==> config.mk <==
export PLATFORM = sky130hd
export DESIGN_NAME = line_prot_regs
export DESIGN_NICKNAME = d
export VERILOG_FILES = /design/src/rtl/line_prot_pkg.sv /design/src/rtl/lp_access.sv /design/src/rtl/lp_cfg_reg.sv /design/src/rtl/lp_pend_reg.sv /design/src/rtl/line_prot_regs.sv
export SDC_FILE = /design/constraint.sdc
export NUM_CORES = 1
export LEC_CHECK = 0
export CAP_MARGIN = 0
export CORE_MARGIN = 5
export CORE_UTILIZATION = 30
export CTS_CLUSTER_DIAMETER = 150
export CTS_CLUSTER_SIZE = 12
export DETAILED_ROUTE_END_ITERATION = 12
export DONT_BUFFER_PORTS = 1
export GPL_TIMING_DRIVEN = 0
export HOLD_SLACK_MARGIN = 0.08
export PLACE_DENSITY_LB_ADDON = 0.1
export SYNTH_ARGS = -nofsm -noshare
export SYNTH_HDL_FRONTEND = slang
export SYNTH_SLANG_ARGS = --single-unit
==> constraint.sdc <==
create_clock -name clk_i -period 3.4 [get_ports clk_i]
set_input_delay 0.68 -clock clk_i [delete_from_list [all_inputs] [get_ports clk_i]]
set_output_delay 0.68 -clock clk_i [all_outputs]
set_load 0.01 [all_outputs]
==> src/rtl/line_prot_pkg.sv <==
package line_prot_pkg;
  localparam int unsigned DATA_W = 32;
  localparam int unsigned BE_W   = DATA_W / 8;

  typedef struct packed {
    logic hit_sec;
    logic hit_priv;
    logic hit_pend;
    logic rd;
    logic wr_sec;
    logic wr_priv;
    logic wr_pend;
    logic refuse;
  } acc_t;
endpackage

==> src/rtl/lp_access.sv <==
module lp_access
  import line_prot_pkg::*;
#(
  parameter int unsigned ADDR_W   = 8,
  parameter int unsigned OFF_PEND = 'h14,
  parameter int unsigned OFF_SEC  = 'h18,
  parameter int unsigned OFF_PRIV = 'h1C
) (
  input  logic              req_i,
  input  logic              we_i,
  input  logic [ADDR_W-1:0] addr_i,
  input  logic [BE_W-1:0]   be_i,
  input  logic              secure_i,
  input  logic              priv_i,
  output acc_t              acc_o
);
  logic word;
  logic act;

  always_comb begin
    word           = (be_i == {BE_W{1'b1}});
    act            = req_i & word;
    acc_o.hit_sec  = (addr_i == ADDR_W'(OFF_SEC));
    acc_o.hit_priv = (addr_i == ADDR_W'(OFF_PRIV));
    acc_o.hit_pend = (addr_i == ADDR_W'(OFF_PEND));
    acc_o.rd       = act & ~we_i;
    acc_o.wr_sec   = act & we_i & acc_o.hit_sec & secure_i;
    acc_o.wr_priv  = act & we_i & acc_o.hit_priv & priv_i;
    acc_o.wr_pend  = act & we_i & acc_o.hit_pend;
    // whole-register refusals; per-bit masking is not a refusal
    acc_o.refuse   = req_i & (~word
                   | (we_i & acc_o.hit_sec  & ~secure_i)
                   | (we_i & acc_o.hit_priv & ~priv_i));
  end
endmodule

==> src/rtl/lp_cfg_reg.sv <==
module lp_cfg_reg #(
  parameter int unsigned N = 29
) (
  input  logic         clk_i,
  input  logic         rst_ni,
  input  logic         wr_en_i,
  input  logic [N-1:0] bit_mask_i,
  input  logic [N-1:0] wdata_i,
  output logic [N-1:0] q_o
);
  for (genvar k = 0; k < N; k++) begin : g_bit
    always_ff @(posedge clk_i or negedge rst_ni) begin
      if (!rst_ni)                         q_o[k] <= 1'b0;
      else if (wr_en_i && bit_mask_i[k])   q_o[k] <= wdata_i[k];
    end
  end
endmodule

==> src/rtl/lp_pend_reg.sv <==
module lp_pend_reg #(
  parameter int unsigned N = 29
) (
  input  logic         clk_i,
  input  logic         rst_ni,
  input  logic [N-1:0] set_i,
  input  logic         clr_en_i,
  input  logic [N-1:0] clr_mask_i,
  input  logic [N-1:0] wdata_i,
  output logic [N-1:0] q_o
);
  for (genvar k = 0; k < N; k++) begin : g_bit
    always_ff @(posedge clk_i or negedge rst_ni) begin
      if (!rst_ni)        q_o[k] <= 1'b0;
      else if (set_i[k])  q_o[k] <= 1'b1;  // set beats clear
      else if (clr_en_i && clr_mask_i[k] && wdata_i[k]) q_o[k] <= 1'b0;
    end
  end
endmodule

==> src/rtl/line_prot_regs.sv <==
module line_prot_regs
  import line_prot_pkg::*;
#(
  parameter int unsigned NUM_LINES = 29,
  parameter int unsigned ADDR_W    = 8,
  parameter int unsigned OFF_PEND  = 'h14,
  parameter int unsigned OFF_SEC   = 'h18,
  parameter int unsigned OFF_PRIV  = 'h1C
) (
  input  logic                 clk_i,
  input  logic                 rst_ni,
  input  logic                 req_i,
  input  logic                 we_i,
  input  logic [ADDR_W-1:0]    addr_i,
  input  logic [BE_W-1:0]      be_i,
  input  logic [DATA_W-1:0]    wdata_i,
  input  logic                 secure_i,
  input  logic                 priv_i,
  output logic [DATA_W-1:0]    rdata_o,
  input  logic [NUM_LINES-1:0] line_set_i,
  output logic [NUM_LINES-1:0] sec_cfg_o,
  output logic [NUM_LINES-1:0] priv_cfg_o,
  output logic [NUM_LINES-1:0] pend_o,
  output logic                 illegal_o
);
  localparam int unsigned PAD_W = DATA_W - NUM_LINES;
  localparam logic [NUM_LINES-1:0] ALL = {NUM_LINES{1'b1}};

  acc_t                 acc;
  logic [NUM_LINES-1:0] wd;
  logic [NUM_LINES-1:0] vis_mask;
  logic [NUM_LINES-1:0] rd_sel;
  logic                 illegal_q;

  assign wd       = wdata_i[NUM_LINES-1:0];
  // lines reachable by this access: all if privileged, else unprotected ones
  assign vis_mask = priv_i ? ALL : ~priv_cfg_o;

  lp_access #(
    .ADDR_W(ADDR_W), .OFF_PEND(OFF_PEND), .OFF_SEC(OFF_SEC), .OFF_PRIV(OFF_PRIV)
  ) u_access (
    .req_i(req_i), .we_i(we_i), .addr_i(addr_i), .be_i(be_i),
    .secure_i(secure_i), .priv_i(priv_i), .acc_o(acc)
  );

  lp_cfg_reg #(.N(NUM_LINES)) u_sec (
    .clk_i(clk_i), .rst_ni(rst_ni), .wr_en_i(acc.wr_sec),
    .bit_mask_i(vis_mask), .wdata_i(wd), .q_o(sec_cfg_o)
  );

  lp_cfg_reg #(.N(NUM_LINES)) u_priv (
    .clk_i(clk_i), .rst_ni(rst_ni), .wr_en_i(acc.wr_priv),
    .bit_mask_i(ALL), .wdata_i(wd), .q_o(priv_cfg_o)
  );

  lp_pend_reg #(.N(NUM_LINES)) u_pend (
    .clk_i(clk_i), .rst_ni(rst_ni), .set_i(line_set_i), .clr_en_i(acc.wr_pend),
    .clr_mask_i(vis_mask), .wdata_i(wd), .q_o(pend_o)
  );

  always_comb begin
    rd_sel = '0;
    if (acc.rd) begin
      unique case (1'b1)
        acc.hit_sec:  rd_sel = sec_cfg_o;
        acc.hit_priv: rd_sel = priv_cfg_o;
        acc.hit_pend: rd_sel = pend_o & vis_mask;
        default:      rd_sel = '0;
      endcase
    end
    rdata_o = {{PAD_W{1'b0}}, rd_sel};
  end

  always_ff @(posedge clk_i or negedge rst_ni) begin
    if (!rst_ni) illegal_q <= 1'b0;
    else         illegal_q <= acc.refuse;
  end
  assign illegal_o = illegal_q;

  AST_RSVD_ZERO: assert property (@(posedge clk_i) disable iff (!rst_ni)
    (rdata_o >> NUM_LINES) == '0) else $error("reserved bits set");
  AST_SEC_NS_KEEP: assert property (@(posedge clk_i) disable iff (!rst_ni)
    (req_i && we_i && addr_i == ADDR_W'(OFF_SEC) && !secure_i)
      |=> ($stable(sec_cfg_o) && illegal_o)) else $error("ns sec write");
  AST_PRIV_UNPRIV_KEEP: assert property (@(posedge clk_i) disable iff (!rst_ni)
    (req_i && we_i && addr_i == ADDR_W'(OFF_PRIV) && !priv_i)
      |=> ($stable(priv_cfg_o) && illegal_o)) else $error("unpriv priv write");
  AST_SEC_BIT_GUARD: assert property (@(posedge clk_i) disable iff (!rst_ni)
    (req_i && we_i && addr_i == ADDR_W'(OFF_SEC) && !priv_i)
      |=> (((sec_cfg_o ^ $past(sec_cfg_o)) & $past(priv_cfg_o)) == '0)) else $error("sec bit guard");
  AST_PEND_RD_MASK: assert property (@(posedge clk_i) disable iff (!rst_ni)
    (req_i && !we_i && addr_i == ADDR_W'(OFF_PEND) && !priv_i)
      |-> ((rdata_o[NUM_LINES-1:0] & priv_cfg_o) == '0)) else $error("pend read mask");
  AST_SET_WINS: assert property (@(posedge clk_i) disable iff (!rst_ni)
    (|line_set_i) |=> ((pend_o & $past(line_set_i)) == $past(line_set_i))) else $error("set lost");
  AST_PARTIAL_FLAG: assert property (@(posedge clk_i) disable iff (!rst_ni)
    (req_i && be_i != {BE_W{1'b1}}) |-> (rdata_o == '0) ##1 illegal_o) else $error("partial access");
  AST_IDLE_QUIET: assert property (@(posedge clk_i) disable iff (!rst_ni)
    !req_i |=> !illegal_o) else $error("stray pulse");
endmodule

# Yosys cells after proc, flatten, opt, wreduce, memory -nomap -nowiden
# Index checks and enable logic that the tools add are counted.
# word_totals
reg_bits	88
elab_cells	290
# op_classes
n_eq_ne	4
n_mux	61
bitwise	21
reduce_logical	116
# op_table
operator	count
$logic_and A1 B1 Y1	87
$pmux W29 S3	1
$mux W1	58
$mux W29	2
$reduce_bool A2 Y1	29
$and A29 B29 Y29	1
$not A29 Y29	1
$eq A8 B5 Y1 const B	3
$and A1 B1 Y1	13
$eq A4 B4 Y1 const B	1
$not A1 Y1	4
$or A1 B1 Y1	2

# Longest topological paths before layout
# Gate-level depths: netlist of the first run.
# depth
ltp_word	8
mapped_depth	7
mapped_depth_nobuf	4

# Modules after synthesis
# A second synthesis of the first run with hierarchy kept.
# unflattened
cells_unflattened	427
hier_area_um2	4546.9
# by_module_without_submodules
mod	n_inst	cells_each	area_each_um2	seq_area_each_um2
lp_cfg_reg	2	90	1222.4	725.7
lp_pend_reg	1	90	1112.3	725.7
line_prot_regs	1	138	854.6	25.0
lp_access	1	19	135.1	0.0

# Worst setup path before layout of the first run
# Ideal clock, no wire load.
# synth_path
kind	in2out
start	in addr_i[5]
end	out rdata_o[18]
arrival_ps	2560
slack_ps	160
cell_stages	6
path_cell_list	or4b_4 -> or4_4 -> or3_4 -> buf_6 -> buf_6 -> nor2_1
# synth_via
elab_chain_len	3
# synth_rtl
item	line	rtl
start: declaration	line_prot_regs.sv:14	input logic [ADDR_W-1:0] addr_i,
$eq A8 B5 Y1 (on tied branches)	lp_access.sv:25, lp_access.sv:23, lp_access.sv:24	
$pmux W29 S3 (*)	line_prot_regs.sv:64	unique case (1'b1)
$mux W29 (*)	line_prot_regs.sv:63	if (acc.rd) begin
end: declaration	line_prot_regs.sv:19	output logic [DATA_W-1:0] rdata_o,
# Mark *: on every way between the ends. The rest lies on a longest branch, timed or not.

# Worst setup path after layout of the first run
# layout_path
start	in addr_i[5]
end	out rdata_o[24]
# Same word-level chain as after synthesis.

==> metrics.cfg, run 1 <==
[synthesis]
synth_mux_area_frac = 0.215
synth.distinct_cells = 26
ys_seq_area_frac = 0.479
avgSynthCellArea_um2 = 10.8
synth_area_mm2 = 0.00460
synth_compound_area_frac = 0.112
yosysTopAreaCellShare = 0.479
synth_top_family_by_area = multiplexers
ys_ff_latch = 88
synth-simple-area-share = 0.134
synth-adder-area-share = 0
synth_top_area_cell = dfrtp_1
synth.area.top_cells = dfrtp_1 (48%), mux2_2 (21%), a32oi_1 (5.5%)
syn_inst = 427
synthXorXnorAreaFrac = 0
yosysWarnings = 0

[finish]
multi_input_area_mm2 = 0.00216
seq_area_mm2 = 0.00220
drive_above_1_share = 0.298
final_net_count = 520
mostFrequentLayoutCell = dfrtp_1
final_cell_mix = dfrtp_1 (88), mux2_2 (87), nor2_1 (49), inv_1 (30), nand2_1 (30)
nFillCells = 1551
stdcell_area_mm2 = 0.00520
final_core_util = 0.344
diodes = 0
area_growth_pct = 13.1

[clocking]
ctsHtreeMaxLevel = 3
clk_pin_slew_ps = 60
insertion_delay_ps = 340
cts_buffers = 9
post_cts_buffers = 0
tritoncts = built
cts_num_sinks = 88
cts_max_path_buffers = 2
root_buffer = clkbuf_16

[global_routing]
grt_overflow = 0
grt_pass1_wl_um = 22900
grt.total_usage = 0.169
first_global_vias = 3541
antenna_found_initial = 0
grt_start_max_net_pins = 89

[floorplan]
coreArea_mm2 = 0.0151
start_util = 0.305
die_w_um = 134
fp.dieH_um = 134
die_area_mm2 = 0.0179
rows = 45
io_pins = 199

[sta]
worst_slew_pin_slew_ps = 828
maxSlewHeadroom = 0.448
maxSlewViolCount = 0
rsz0062_at_grt = yes
period_share = 0.995
fin_crit_ps = 3380
finalClockSkew_ps = 5.95
hold_viol = 0
fmax_ghz = 0.296
setup_viol_count_final = 0

[critical_path]
required_ps = 2720
crit_path_end_kind = output port
crit_chain = or4b_4, or4_4, or3_4, buf_6, buf_6, nor2_2
worst-setup-path-type = in -> out
critical_path.slowest_cell = or4b_4
max_stage_delay_ps = 560
worstPathMaxFanout = 10
rr_worst_depth = 3
r2r_end = u_sec.q_o[19]
reg2reg_from = u_priv.q_o[19]
startpoint = addr_i[5]
cp_common_cell = buf_6
critical-path-top-delay-family = simple AND/OR/NAND/NOR gates
start_kind = primary input
critical_path_buf_inv_count = 2
arrival_ps = 2700
worstSetupPathDepth = 6
endpoint = rdata_o[24]
reg2reg_slack_ps = 2280

[pwr]
ir_drop_mv = 0.192
power.leakage_nw = 2.17
power_density_mw_per_mm2 = 421

[min_path]
worst_hold_path_type = in -> async

[status]
status = finished clean

[route]
wl_per_cell_um = 24.4
wl_um = 15500
route.vias.total = 3506
drt-initial-drc-count = 150
ant_nets = 0
avgViaCountPerCell = 5.53
drc = 0
drt_first_pass_iters = 4

[placement]
detailed_place_hpwl_um = 10900
placed_cell_area_mm2 = 0.00484
place_congestion = 0.774
portBuffers = 0

[flow_run]
drv_cap = 0

sequential cells by signal, summed over array words and instances (netlist names):
register and cells:
u_sec.q_o 29, u_pend.q_o 29, illegal_o 1, u_priv.q_o 29
how the worst min path moves through the flow:
stage | slack [ps] | to | cells past startpoint | startpoint
floorplan | 380 | illegal_o | 0 | rst_ni
global placement | 390 | u_sec.q_o[5] | 0 | rst_ni
detailed placement | 390 | u_sec.q_o[5] | 0 | rst_ni
CTS | 270 | u_sec.q_o[5] | 1 | rst_ni
global route | 270 | u_sec.q_o[5] | 1 | rst_ni
finish | 260 | u_sec.q_o[5] | 1 | rst_ni
worst reg2reg max path: cells and delay by family, from the launching register on:
family,cells,cell delay (ps)
flip-flops,1,450
AND/OR/NAND/NOR,2,230
multiplexers,1,340
per-layer routing:
metal	vias up	wire length, um	GRT usage
li1	1559	-	-
met1	1763	6280	0.213
met2	169	7300	0.265
met3	15	1610	0.0634
met4	0	275	0.0634
met5	-	0	0
what timing repair did:
action / CTS / global route
setup endpoints to repair: 12 / 14
endpoints found under the hold margin: 88 / 0
hold buffers: 1 / 0
gates resized for setup: 7 / 6
where the power goes:
part,switching (W),leakage [nW],internal (W)
Combinational,0.0000712,0.946,0.0000375
Sequential,0.00000239,1.08,0.00105
Clock,0.000418,0.150,0.000609
per-stage QoR:
step / total power [W] / instances / hold slack (ps) / setup WS [ps] / setup TNS, ps
after floorplan: 0.00113 / 429 / 384 / 160 / 0
after global placement: 0.00115 / 617 / 388 / -34.3 / -108
after detailed placement: 0.00115 / 617 / 389 / -97.2 / -652
after CTS: 0.00223 / 634 / 267 / -23.8 / -103
after global routing: 0.00228 / 634 / 274 / -27.6 / -224
final: 0.00219 / 634 / 261 / 16.7 / 0
synthesized netlist by cell type:
cell type / number
a32oi_1: 29
clkbuf_1: 16
buf_4: 4
or3b_2: 1
or3_4: 1
nor3_1: 1
buf_2: 6
nor4_1: 1
a41oi_1: 29
conb_1: 1
or4b_4: 1
nand2b_1: 29
or2_2: 1
inv_1: 30
nor2_1: 61
nor2b_1: 1
nand4b_1: 1
dfrtp_1: 88
buf_6: 3
mux2_2: 87
nand4_1: 2
mux2i_1: 1
o21a_1: 1
nand2_1: 30
or4_4: 1
nand3_1: 1
cell type report:
type,instances,share of cell area
clock buffer,13,0.0501
sequential,88,0.424
tap,188,0.0453
multi-input combinational,282,0.416
clock inverter,3,0.00770
timing repair buffer,1,0.00530
inverter,30,0.0217
buffer,29,0.0299
kinds of logic after synthesis:
family,after synthesis
AND/OR/NAND/NOR,132
flip-flops,88
other,1
AO/OA/AOI/OAI,59
buffers and inverters,59
multiplexers,88
(Power assumes the default switching activity.)
==> run 2: changes to the inputs <==
--- a/config.mk
+++ b/config.mk
@@ -5,9 +5,10 @@
 export SDC_FILE = /design/constraint.sdc
 export NUM_CORES = 1
 export LEC_CHECK = 0
+export ABC_AREA = 1
 export CAP_MARGIN = 0
 export CORE_MARGIN = 5
-export CORE_UTILIZATION = 30
+export CORE_UTILIZATION = 45
 export CTS_CLUSTER_DIAMETER = 150
 export CTS_CLUSTER_SIZE = 12
 export DETAILED_ROUTE_END_ITERATION = 12
==> run 2 against run 1 <==
  * Die area down 26%
  * Global-route usage grew 10 points
  * Design area grew 3.9%
  * Power down 10%
  * Critical path type unchanged
  * Largest power group unchanged
  * Synthesized cell count is 64% higher
  * Setup slack better by 700 ps
  * Clock skew grew 5.5 ps
  * Sequential share of layout area decreased by 1.6 points
  * Via count is 39% higher
==> metrics.cfg, run 2 <==
[status]
status = finished clean

[critical_path]
arrival_ps = 2000  ; -700 ps
rr_worst_depth = 4  ; +1
critical-path-top-delay-family = buffers and inverters
r2r_end = u_pend.q_o[27]
required_ps = 2720  ; about the same
reg2reg_from = u_priv.q_o[27]
worst-setup-path-type = in -> out
crit_path_end_kind = output port
max_stage_delay_ps = 540  ; -20 ps
worstPathMaxFanout = 10  ; unchanged
critical_path.slowest_cell = clkbuf_1
crit_chain = inv_1, nand2_1, nor2_4, clkbuf_1, nand4_1, nand3_1, nand2_1, inv_1
reg2reg_slack_ps = 2340  ; +60 ps
start_kind = primary input
critical_path_buf_inv_count = 3  ; +1

[clocking]
root_buffer = clkbuf_8
cts_resized = 0  ; -7
cts_max_path_buffers = 2  ; unchanged
clk_pin_slew_ps = 90  ; +30 ps
tritoncts = built
cts_buffers = 9  ; unchanged
cts_num_sinks = 88  ; unchanged
ctsHtreeMaxLevel = 3  ; unchanged
insertion_delay_ps = 380  ; +40 ps

[route]
avgViaCountPerCell = 5.66  ; +2.3%
route.vias.total = 4861  ; +39%
wl_per_cell_um = 20.6  ; -16%
wl_um = 17700  ; +14%
drc = 0  ; unchanged
drt_first_pass_iters = 6  ; +2
ant_nets = 0  ; unchanged
drt-initial-drc-count = 416  ; +180%

[pwr]
power_frac_comb = 0.045  ; -0.005
power.share.clock = 0.419  ; -0.051
pwr-share-seq = 0.536  ; +0.055
power_density_mw_per_mm2 = 362  ; -14%
power.leakage_nw = 2.83  ; +30%
switching_share = 0.242  ; +0.0173
ir_drop_mv = 0.201  ; +4.2%
power_switching_w = 0.000474  ; -3.6%
fin_total_pwr_w = 0.00196  ; -10%
p_int_w = 0.00148  ; -12%

[finish]
final_cell_mix = nand2_1 (244), nand3_1 (118), inv_1 (90), dfrtp_1 (88), nand4_1 (60)
reg.largest.list = u_pend.q_o x29, u_priv.q_o x29, u_sec.q_o x29
area_growth_pct = 8.66
diodes = 0  ; unchanged
final_net_count = 793  ; +53%
mostFrequentLayoutCell = nand2_1
drive_above_1_share = 0.0848  ; -0.213

[global_routing]
grt_pass1_wl_um = 27100  ; +18%
antenna_found_initial = 0  ; unchanged
grt_start_max_net_pins = 89  ; unchanged
grt.total_usage = 0.270  ; +0.101
first_global_vias = 4912  ; +39%
grt_overflow = 0  ; unchanged

[sta]
fin_crit_ps = 2680  ; -702 ps
fmax_ghz = 0.373  ; +26%
hold_viol = 0  ; unchanged
hold_slack_ps = 217  ; -44.2 ps
maxSlewHeadroom = 0.514  ; +0.0654
period_share = 0.789  ; -0.206
rsz0062_at_grt = no
setup_viol_count_final = 0  ; unchanged
maxSlewViolCount = 0  ; unchanged
worst_slew_pin_slew_ps = 730  ; -98.1 ps
tns_ps = 0  ; unchanged
finalClockSkew_ps = 11.5  ; +5.52 ps
fin_ws_ps = 718  ; +702 ps

[synthesis]
yosysMostFrequentCell = nand2_1
yosysWarnings = 0  ; unchanged
yosysTopAreaCellShare = 0.443  ; -0.0362
synth_area_mm2 = 0.00497  ; +8.2%
synth-edff-count = 0  ; unchanged
syn_inst = 700  ; +64%
avgSynthCellArea_um2 = 7.10  ; -34%
netlist_top_cells_count = nand2_1 (244), nand3_1 (118), inv_1 (90)
ys_ff_latch = 88  ; unchanged
synth.area.top_cells = dfrtp_1 (44%), nand2_1 (18%), nand3_1 (12%)
async_reset_ff_frac = 1.00  ; unchanged
ys_seq_area_frac = 0.443  ; -0.0362
synth_top_area_cell = dfrtp_1
synth.distinct_cells = 19  ; -27%
ys.flop_type = dfrtp_1

[flow_run]
drv_cap = 0  ; unchanged

[placement]
detailed_place_hpwl_um = 12100  ; +11%
portBuffers = 0  ; unchanged
pre_cts_ws_ps = 743  ; +840 ps
place_congestion = 0.903  ; +17%

[floorplan]
io_pins = 199  ; unchanged
die_w_um = 115  ; -14%
coreArea_mm2 = 0.0108  ; -28%
rows = 38  ; -16%
start_util = 0.459  ; +0.154
fp.dieH_um = 115  ; -14%
die_area_mm2 = 0.0132  ; -26%

[min_path]
worst_hold_path_type = in -> async

-- run 2: cell count changes in the layout (fill, tap and decap cells not counted), sizes merged, moves of 30 or more --
cell   previous run  this run
nand2            30       244
nand3             1       120
mux2             87         0
inv              30       101
nand4             2        60
nor2             61        11
o21ai             0        30
-- run 2: kinds of logic (layout without fill, tap and decap cells) --
kind of cell / Yosys count / count (layout) / synth area share
AND/OR/NAND/NOR: 435 / 435 / 0.397
buffers and inverters: 145 / 162 / 0.128
flip-flops: 88 / 88 / 0.443
AO/OA/AOI/OAI: 31 / 31 / 0.0317
other: 1 / 3 / 0.000754
-- run 2: how the worst max path moves through the flow --
| stage | from | to | slack (ps) | cells after the start |
|---|---|---|---|---|
| 6_report | addr_i[5] | rdata_o[8] | 720 | 8 |
| 4_1_cts | addr_i[5] | rdata_o[8] | 740 | 8 |
| 5_1_grt | addr_i[5] | rdata_o[2] | 540 | 8 |
| 3_3_place_gp | addr_i[5] | rdata_o[8] | 750 | 8 |
| 2_1_floorplan | addr_i[5] | rdata_o[18] | 1130 | 9 |
| 3_5_place_dp | addr_i[5] | rdata_o[8] | 740 | 8 |
-- run 2: area by class of cell --
type	instances	area (um2)
clock buffers	9	124
plain buffers	44	255
fillers	1132	5440
multi-input cells	469	2140
clock inverters	7	96.3
inverters	101	379
repair buffers	1	27.5
well taps	140	175
flip-flops and latches	88	2200
-- run 2: layer usage --
metal,wire length [um],GRT usage
met1,6790,0.332
met2,8210,0.422
met3,2090,0.0921
met4,587,0.141
met5,0,0
-- run 2: through the flow --
step           instance area (um2)  cells   util
6_report                      5400    859  0.498
3_3_place_gp                  5150    842  0.475
2_1_floorplan                 4980    702      -
5_1_grt                       5400    859  0.498
4_1_cts                       5400    859  0.498
3_5_place_dp                  5150    842  0.475
-- run 2: what timing repair did --
action / CTS / global route
endpoints found under the hold margin: 88 / 0
buffers inserted: 0 / 0
hold buffers: 1 / 0
-- run 2: power groups by stage --
stage                     Sequential [W]  Clock, W  Combinational, W
final                            0.00105  0.000820         0.0000872
after global routing             0.00105  0.000883          0.000100
after floorplan                  0.00107         0         0.0000450
after CTS                        0.00105  0.000839         0.0000884
after global placement           0.00107         0         0.0000618
after detailed placement         0.00107         0         0.0000626
